`src/rtl/rwin_pkg.sv`:
```
package rwin_pkg;
  localparam int NLOC     = 7;
  localparam int NGLB     = 3;
  localparam int NARG     = 4;
  localparam int NRET     = 2;
  localparam int GLB_BASE = 7;
  localparam int ARG_BASE = 10;
  localparam int RET_BASE = 14;

  typedef enum logic [1:0] {CLS_LOCAL, CLS_GLOBAL, CLS_ARG, CLS_RET} reg_cls_e;

  function automatic reg_cls_e reg_class(input logic [3:0] a);
    if (int'(a) < GLB_BASE)      return CLS_LOCAL;
    else if (int'(a) < ARG_BASE) return CLS_GLOBAL;
    else if (int'(a) < RET_BASE) return CLS_ARG;
    else                         return CLS_RET;
  endfunction

  function automatic int reg_slot(input logic [3:0] a);
    case (reg_class(a))
      CLS_LOCAL:  return int'(a);
      CLS_GLOBAL: return int'(a) - GLB_BASE;
      CLS_ARG:    return int'(a) - ARG_BASE;
      default:    return int'(a) - RET_BASE;
    endcase
  endfunction
endpackage

```
`src/rtl/rwin_depth.sv`:
```
module rwin_depth #(
  parameter int LEVELS = 4,
  parameter int DPW    = 2
) (
  input  logic           clk,
  input  logic           rst_n,
  input  logic           call_i,
  input  logic           ret_i,
  input  logic           flag_clr,
  output logic [DPW-1:0] depth,
  output logic           ovf_q,
  output logic           unf_q,
  output logic           call_ok,
  output logic           ret_ok,
  output logic           ovf_evt,
  output logic           unf_evt
);
  logic at_top, at_bot, call_only, ret_only;

  assign at_top    = (depth == DPW'(LEVELS - 1));
  assign at_bot    = (depth == '0);
  assign call_only = call_i & ~ret_i;
  assign ret_only  = ret_i & ~call_i;
  assign call_ok   = call_only & ~at_top;
  assign ret_ok    = ret_only & ~at_bot;
  assign ovf_evt   = call_only & at_top;
  assign unf_evt   = ret_only & at_bot;

  always_ff @(posedge clk) begin
    if (!rst_n) begin
      depth <= '0;
      ovf_q <= 1'b0;
      unf_q <= 1'b0;
    end else begin
      if (call_ok)     depth <= depth + DPW'(1);
      else if (ret_ok) depth <= depth - DPW'(1);
      ovf_q <= (ovf_q & ~flag_clr) | ovf_evt;
      unf_q <= (unf_q & ~flag_clr) | unf_evt;
    end
  end
endmodule

```
`src/rtl/rwin_bank.sv`:
```
module rwin_bank
  import rwin_pkg::*;
#(
  parameter int DW     = 16,
  parameter int LEVELS = 4,
  parameter int DPW    = 2
) (
  input  logic           clk,
  input  logic           rst_n,
  input  logic           wr_en,
  input  logic [3:0]     wr_addr,
  input  logic [DW-1:0]  wr_data,
  input  logic [DPW-1:0] depth,
  output logic [DW-1:0]  loc_q [LEVELS][NLOC],
  output logic [DW-1:0]  glb_q [NGLB],
  output logic [DW-1:0]  arg_q [LEVELS][NARG],
  output logic [DW-1:0]  ret_q [LEVELS][NRET]
);
  int       d, s;
  reg_cls_e cls;

  always_comb begin
    d   = int'(depth);
    s   = reg_slot(wr_addr);
    cls = reg_class(wr_addr);
  end

  always_ff @(posedge clk) begin
    if (!rst_n) begin
      for (int l = 0; l < LEVELS; l++) begin
        for (int i = 0; i < NLOC; i++) loc_q[l][i] <= '0;
        for (int i = 0; i < NARG; i++) arg_q[l][i] <= '0;
        for (int i = 0; i < NRET; i++) ret_q[l][i] <= '0;
      end
      for (int i = 0; i < NGLB; i++) glb_q[i] <= '0;
    end else if (wr_en) begin
      case (cls)
        CLS_LOCAL:  loc_q[d][s] <= wr_data;
        CLS_GLOBAL: glb_q[s] <= wr_data;
        CLS_ARG:    if (d < LEVELS - 1) arg_q[d+1][s] <= wr_data;
        default:    if (d > 0) ret_q[d-1][s] <= wr_data;
      endcase
    end
  end
endmodule

```
`src/rtl/rwin_rdport.sv`:
```
module rwin_rdport
  import rwin_pkg::*;
#(
  parameter int DW     = 16,
  parameter int LEVELS = 4,
  parameter int DPW    = 2
) (
  input  logic [3:0]     rd_addr,
  input  logic [DPW-1:0] depth,
  input  logic [DW-1:0]  loc_q [LEVELS][NLOC],
  input  logic [DW-1:0]  glb_q [NGLB],
  input  logic [DW-1:0]  arg_q [LEVELS][NARG],
  input  logic [DW-1:0]  ret_q [LEVELS][NRET],
  output logic [DW-1:0]  rd_data
);
  int d, s;

  always_comb begin
    d = int'(depth);
    s = reg_slot(rd_addr);
    case (reg_class(rd_addr))
      CLS_LOCAL:  rd_data = loc_q[d][s];
      CLS_GLOBAL: rd_data = glb_q[s];
      CLS_ARG:    rd_data = (d == 0) ? '0 : arg_q[d][s];
      default:    rd_data = ret_q[d][s];
    endcase
  end
endmodule

```
`src/rtl/rwin_regfile.sv`:
```
module rwin_regfile
  import rwin_pkg::*;
#(
  parameter int DW     = 16,
  parameter int LEVELS = 4,
  localparam int DPW   = $clog2(LEVELS)
) (
  input  logic           clk,
  input  logic           rst_n,
  input  logic           wr_en,
  input  logic [3:0]     wr_addr,
  input  logic [DW-1:0]  wr_data,
  input  logic [3:0]     rd_addr_a,
  output logic [DW-1:0]  rd_data_a,
  input  logic [3:0]     rd_addr_b,
  output logic [DW-1:0]  rd_data_b,
  input  logic           call_i,
  input  logic           ret_i,
  input  logic           flag_clr,
  output logic [DPW-1:0] depth_o,
  output logic           ovf_o,
  output logic           unf_o
);
  localparam int NPORT = 2;

  logic call_ok, ret_ok, ovf_evt, unf_evt;
  logic [DW-1:0] loc_q [LEVELS][NLOC];
  logic [DW-1:0] glb_q [NGLB];
  logic [DW-1:0] arg_q [LEVELS][NARG];
  logic [DW-1:0] ret_q [LEVELS][NRET];
  logic [3:0]    rp_addr [NPORT];
  logic [DW-1:0] rp_data [NPORT];

  rwin_depth #(.LEVELS(LEVELS), .DPW(DPW)) u_depth (
    .clk(clk), .rst_n(rst_n), .call_i(call_i), .ret_i(ret_i),
    .flag_clr(flag_clr), .depth(depth_o), .ovf_q(ovf_o), .unf_q(unf_o),
    .call_ok(call_ok), .ret_ok(ret_ok), .ovf_evt(ovf_evt), .unf_evt(unf_evt)
  );

  rwin_bank #(.DW(DW), .LEVELS(LEVELS), .DPW(DPW)) u_bank (
    .clk(clk), .rst_n(rst_n), .wr_en(wr_en), .wr_addr(wr_addr),
    .wr_data(wr_data), .depth(depth_o), .loc_q(loc_q), .glb_q(glb_q),
    .arg_q(arg_q), .ret_q(ret_q)
  );

  assign rp_addr[0] = rd_addr_a;
  assign rp_addr[1] = rd_addr_b;
  assign rd_data_a  = rp_data[0];
  assign rd_data_b  = rp_data[1];

  for (genvar p = 0; p < NPORT; p++) begin : g_rd
    rwin_rdport #(.DW(DW), .LEVELS(LEVELS), .DPW(DPW)) u_rd (
      .rd_addr(rp_addr[p]), .depth(depth_o), .loc_q(loc_q), .glb_q(glb_q),
      .arg_q(arg_q), .ret_q(ret_q), .rd_data(rp_data[p])
    );
  end
endmodule

```
`config.mk`:
```
export PLATFORM = sky130hd
export DESIGN_NAME = rwin_regfile
export DESIGN_NICKNAME = d
export VERILOG_FILES = /design/src/rtl/rwin_pkg.sv /design/src/rtl/rwin_depth.sv /design/src/rtl/rwin_bank.sv /design/src/rtl/rwin_rdport.sv /design/src/rtl/rwin_regfile.sv
export SDC_FILE = /design/constraint.sdc
export NUM_CORES = 2
export LEC_CHECK = 0
export ABC_AREA = 1
export BUFFER_PORTS_ARGS = -buffer_cell sky130_fd_sc_hd__buf_2
export CAP_MARGIN = 30
export CORE_ASPECT_RATIO = 0.5
export CORE_MARGIN = 2
export CORE_UTILIZATION = 58
export CTS_CLUSTER_SIZE = 28
export DETAILED_ROUTE_END_ITERATION = 6
export PLACE_DENSITY = 0.77
export REMOVE_ABC_BUFFERS = 1
export SLEW_MARGIN = 20
export SYNTH_ARGS = -nofsm -noshare
export SYNTH_HDL_FRONTEND = slang
export SYNTH_HIERARCHICAL = 1
export SYNTH_SLANG_ARGS = --single-unit
```
`constraint.sdc`:
```
create_clock -name clk -period 2.3 [get_ports clk]
set_input_delay 0.46 -clock clk [delete_from_list [all_inputs] [get_ports clk]]
set_output_delay 0.46 -clock clk [all_outputs]
set_load 0.05 [all_outputs]
```
==> flow_summary.yaml <==
critical_path:
  critPathKind: "flip-flop to primary output"
  worstPathArrival_ns: 2.89
  reg2reg_setup_slack_ns: 0.03
  path_common_cell: "nand3_4"
  required_ns: 1.84
  rr_worst_depth: 12
  critPathBufInv: 6
  path_cells: "buf_12 > buf_16 > inv_16 > buf_12 > clkbuf_16 > nand2_1 > nand3_1 > nand2_2 > nand2_1 > nand3_2 > nand3_4 > nand3_4 > nand3_4 > buf_8"
  critPathSlowestCell: "dfxtp_4"
  slowest_delay_ns: 0.36
  critPathCaptureType: "primary output"
  r2r-start: "u_depth/depth[0]"
  crit_path_start_kind: "flip-flop"
  r2r_end: "u_bank/arg_q[83]"
  critPathMaxFanout: 11
  critPathTopFamily: "buffers and inverters"
finish:
  fillerInstances: 7886
  final_util: 0.702
  drive_above_1_share: 0.132
  layout_commonest_cell: "nand2_1"
  finalNetCount: 9833
  fin_area_um2: 66600
  final_cell_mix: "3407 x nand2_1, 2045 x nor2_1, 1021 x inv_1"
  synthToLayoutAreaGrowth_pct: 20.3
floorplan:
  initial_core_util: 0.583
  die_w_um: 441
  core_area_um2: 94900
  fp.dieH_um: 222
  num_io_pins: 70
  row_count: 80
  dieArea_um2: 98000
hold_path:
  hold_class: "input port to flip-flop"
  whs_path_depth: 4
  min_to: "u_depth/ovf_q"
  worstHoldStart: "flag_clr"
clocking:
  cts_tree: "done"
  clk_latency_ns: 0.70
  clkTransAtPathRegs_ns: 0.07
  clk_path_buf_depth: 3
  cts.sinks: 868
  cts_max_level: 3
  cts_inserted_buffers: 82
  clock-root-buffer: "clkbuf_16"
global_routing:
  grt_max_degree: 79
  grt_pass1_vias: 53400
  gr-usage-all-layers: 0.381
  antenna_found_initial: 4
  grt_pass1_wl_mm: 299
  gr-total-overflow: 0
pwr:
  power_switching_mw: 11.9
  internal_power_mw: 26.7
  p_per_area_nw_per_um2: 581
  power_frac_seq: 0.393
  pwr-share-comb: 0.215
  switching_share: 0.309
  pwr-share-clk: 0.392
  ir_drop_mv: 0.555
  leakagePower_nw: 34.0
drt:
  first_pass_iters: 7
  wirelength_mm: 198
  wl_met2_mm: 81.9
  drc: 14
  vias: 61500
  wl_met1_mm: 78.8
  routed.top_layer: "met5"
  via_per_inst: 5.53
  wl_per_cell_um: 17.8
  drtIter0Drc: 9553
  met3WireLength_mm: 29.6
  drtAntennaViolNets: 0
timing:
  worst_slack_ns: -1.05
  hold_violations: 0
  slew_headroom: 0.478
  rsz0062_at_grt: "yes"
  tightest_slew_ns: 0.783
  finalClockSkew_ns: 0.0192
  min_period_ns: 3.35
  setup_viol: 32
  fin_hold_ws_ns: 0.0387
  timing.fmax_mhz: 299
  finalMaxSlewViolations: 0
  fin_crit_sh: 1.45
  setup_tns_ns: -30.88
synth:
  yosys_warnings: 6
  syn_inst: 9805
  synth_area_um2: 55300
  avgSynthCellArea_um2: 5.64
place:
  dp_hpwl_mm: 124
  place_area_um2: 59800
  gp_congestion: 1.00
  port_buffers: 69
  dp_slack_ns: -0.749
run_status:
  run_status: "finished with violations"
  failed_checks: "DRC, setup timing"
run:
  drv_cap: 0
-- how the worst max path moves through the flow --
stage	slack [ns]	start	depth (start not counted)	end
after floorplan	-28.06	u_depth/depth[0]	6	rd_data_a[14]
after global placement	-0.73	rd_addr_b[2]	15	rd_data_b[13]
after detailed placement	-0.75	rd_addr_b[2]	15	rd_data_b[13]
after CTS	-1.00	u_depth/depth[0]	13	rd_data_a[9]
after global routing	-1.09	u_depth/depth[0]	17	rd_data_a[2]
final	-1.05	u_depth/depth[0]	14	rd_data_b[13]
-- flip-flops by register name, indices dropped and copies added (netlist names) --
register / cells
u_depth/depth: 2
u_depth/ovf_q: 1
u_bank/ret_q: 128
u_bank/arg_q: 240
u_depth/unf_q: 1
u_bank/glb_q: 48
u_bank/loc_q: 448
-- worst register-to-register path: stages, from the launching register on --
cell and delay, ns:
dfxtp_4 0.38, buf_12 0.15, buf_16 0.18, buf_12 0.23
nand2_1 0.13, buf_4 0.16, nor3_4 0.20, buf_12 0.16
nand4_4 0.12, buf_12 0.19, nand2_1 0.10, nand2_1 0.06
nor2_1 0.13
-- cell type report --
class                           count  area [µm²]  area share
Clock inverter                     30         493     0.00741
Multi-Input combinational cell   7155       32200       0.483
Tap cell                         1271        1590      0.0239
Clock buffer                      114        2380      0.0358
Antenna cell                        2        5.00   0.0000752
Timing Repair Buffer              606        8420       0.126
Sequential cell                   868       17400       0.261
Timing Repair inverter              3        45.0    0.000677
Inverter                         1071        4100      0.0615
-- power by group through the flow --
stage	Clock (mW)	Sequential, mW	Combinational (mW)
global route	15.7	15.2	8.68
CTS	15.2	15.2	7.50
global placement	0	15.5	6.63
finish	15.2	15.2	8.30
floorplan	0	15.8	3.33
detailed placement	0	15.5	6.66
-- metal layers --
layer	global-route usage	vias up
met1	0.539	27500
met4	0.144	4
li1	-	29500
met5	0	-
met2	0.554	3901
met3	0.0974	608
-- through the flow --
stage               total power [mW]  std cells
finish                          38.7      11100
global route                    39.6      11100
global placement                22.2      10900
detailed placement              22.2      10900
floorplan                       19.1       9094
CTS                             37.9      11100
-- timing repair --
item / CTS / global route
hold buffers: 0 / 0
pin swaps: 54 / 129
cloned: 19 / 16
gates resized for setup: 337 / 351
setup endpoints to repair: 36 / 396
buffers inserted: 21 / 10
(Power assumes the default switching activity.)
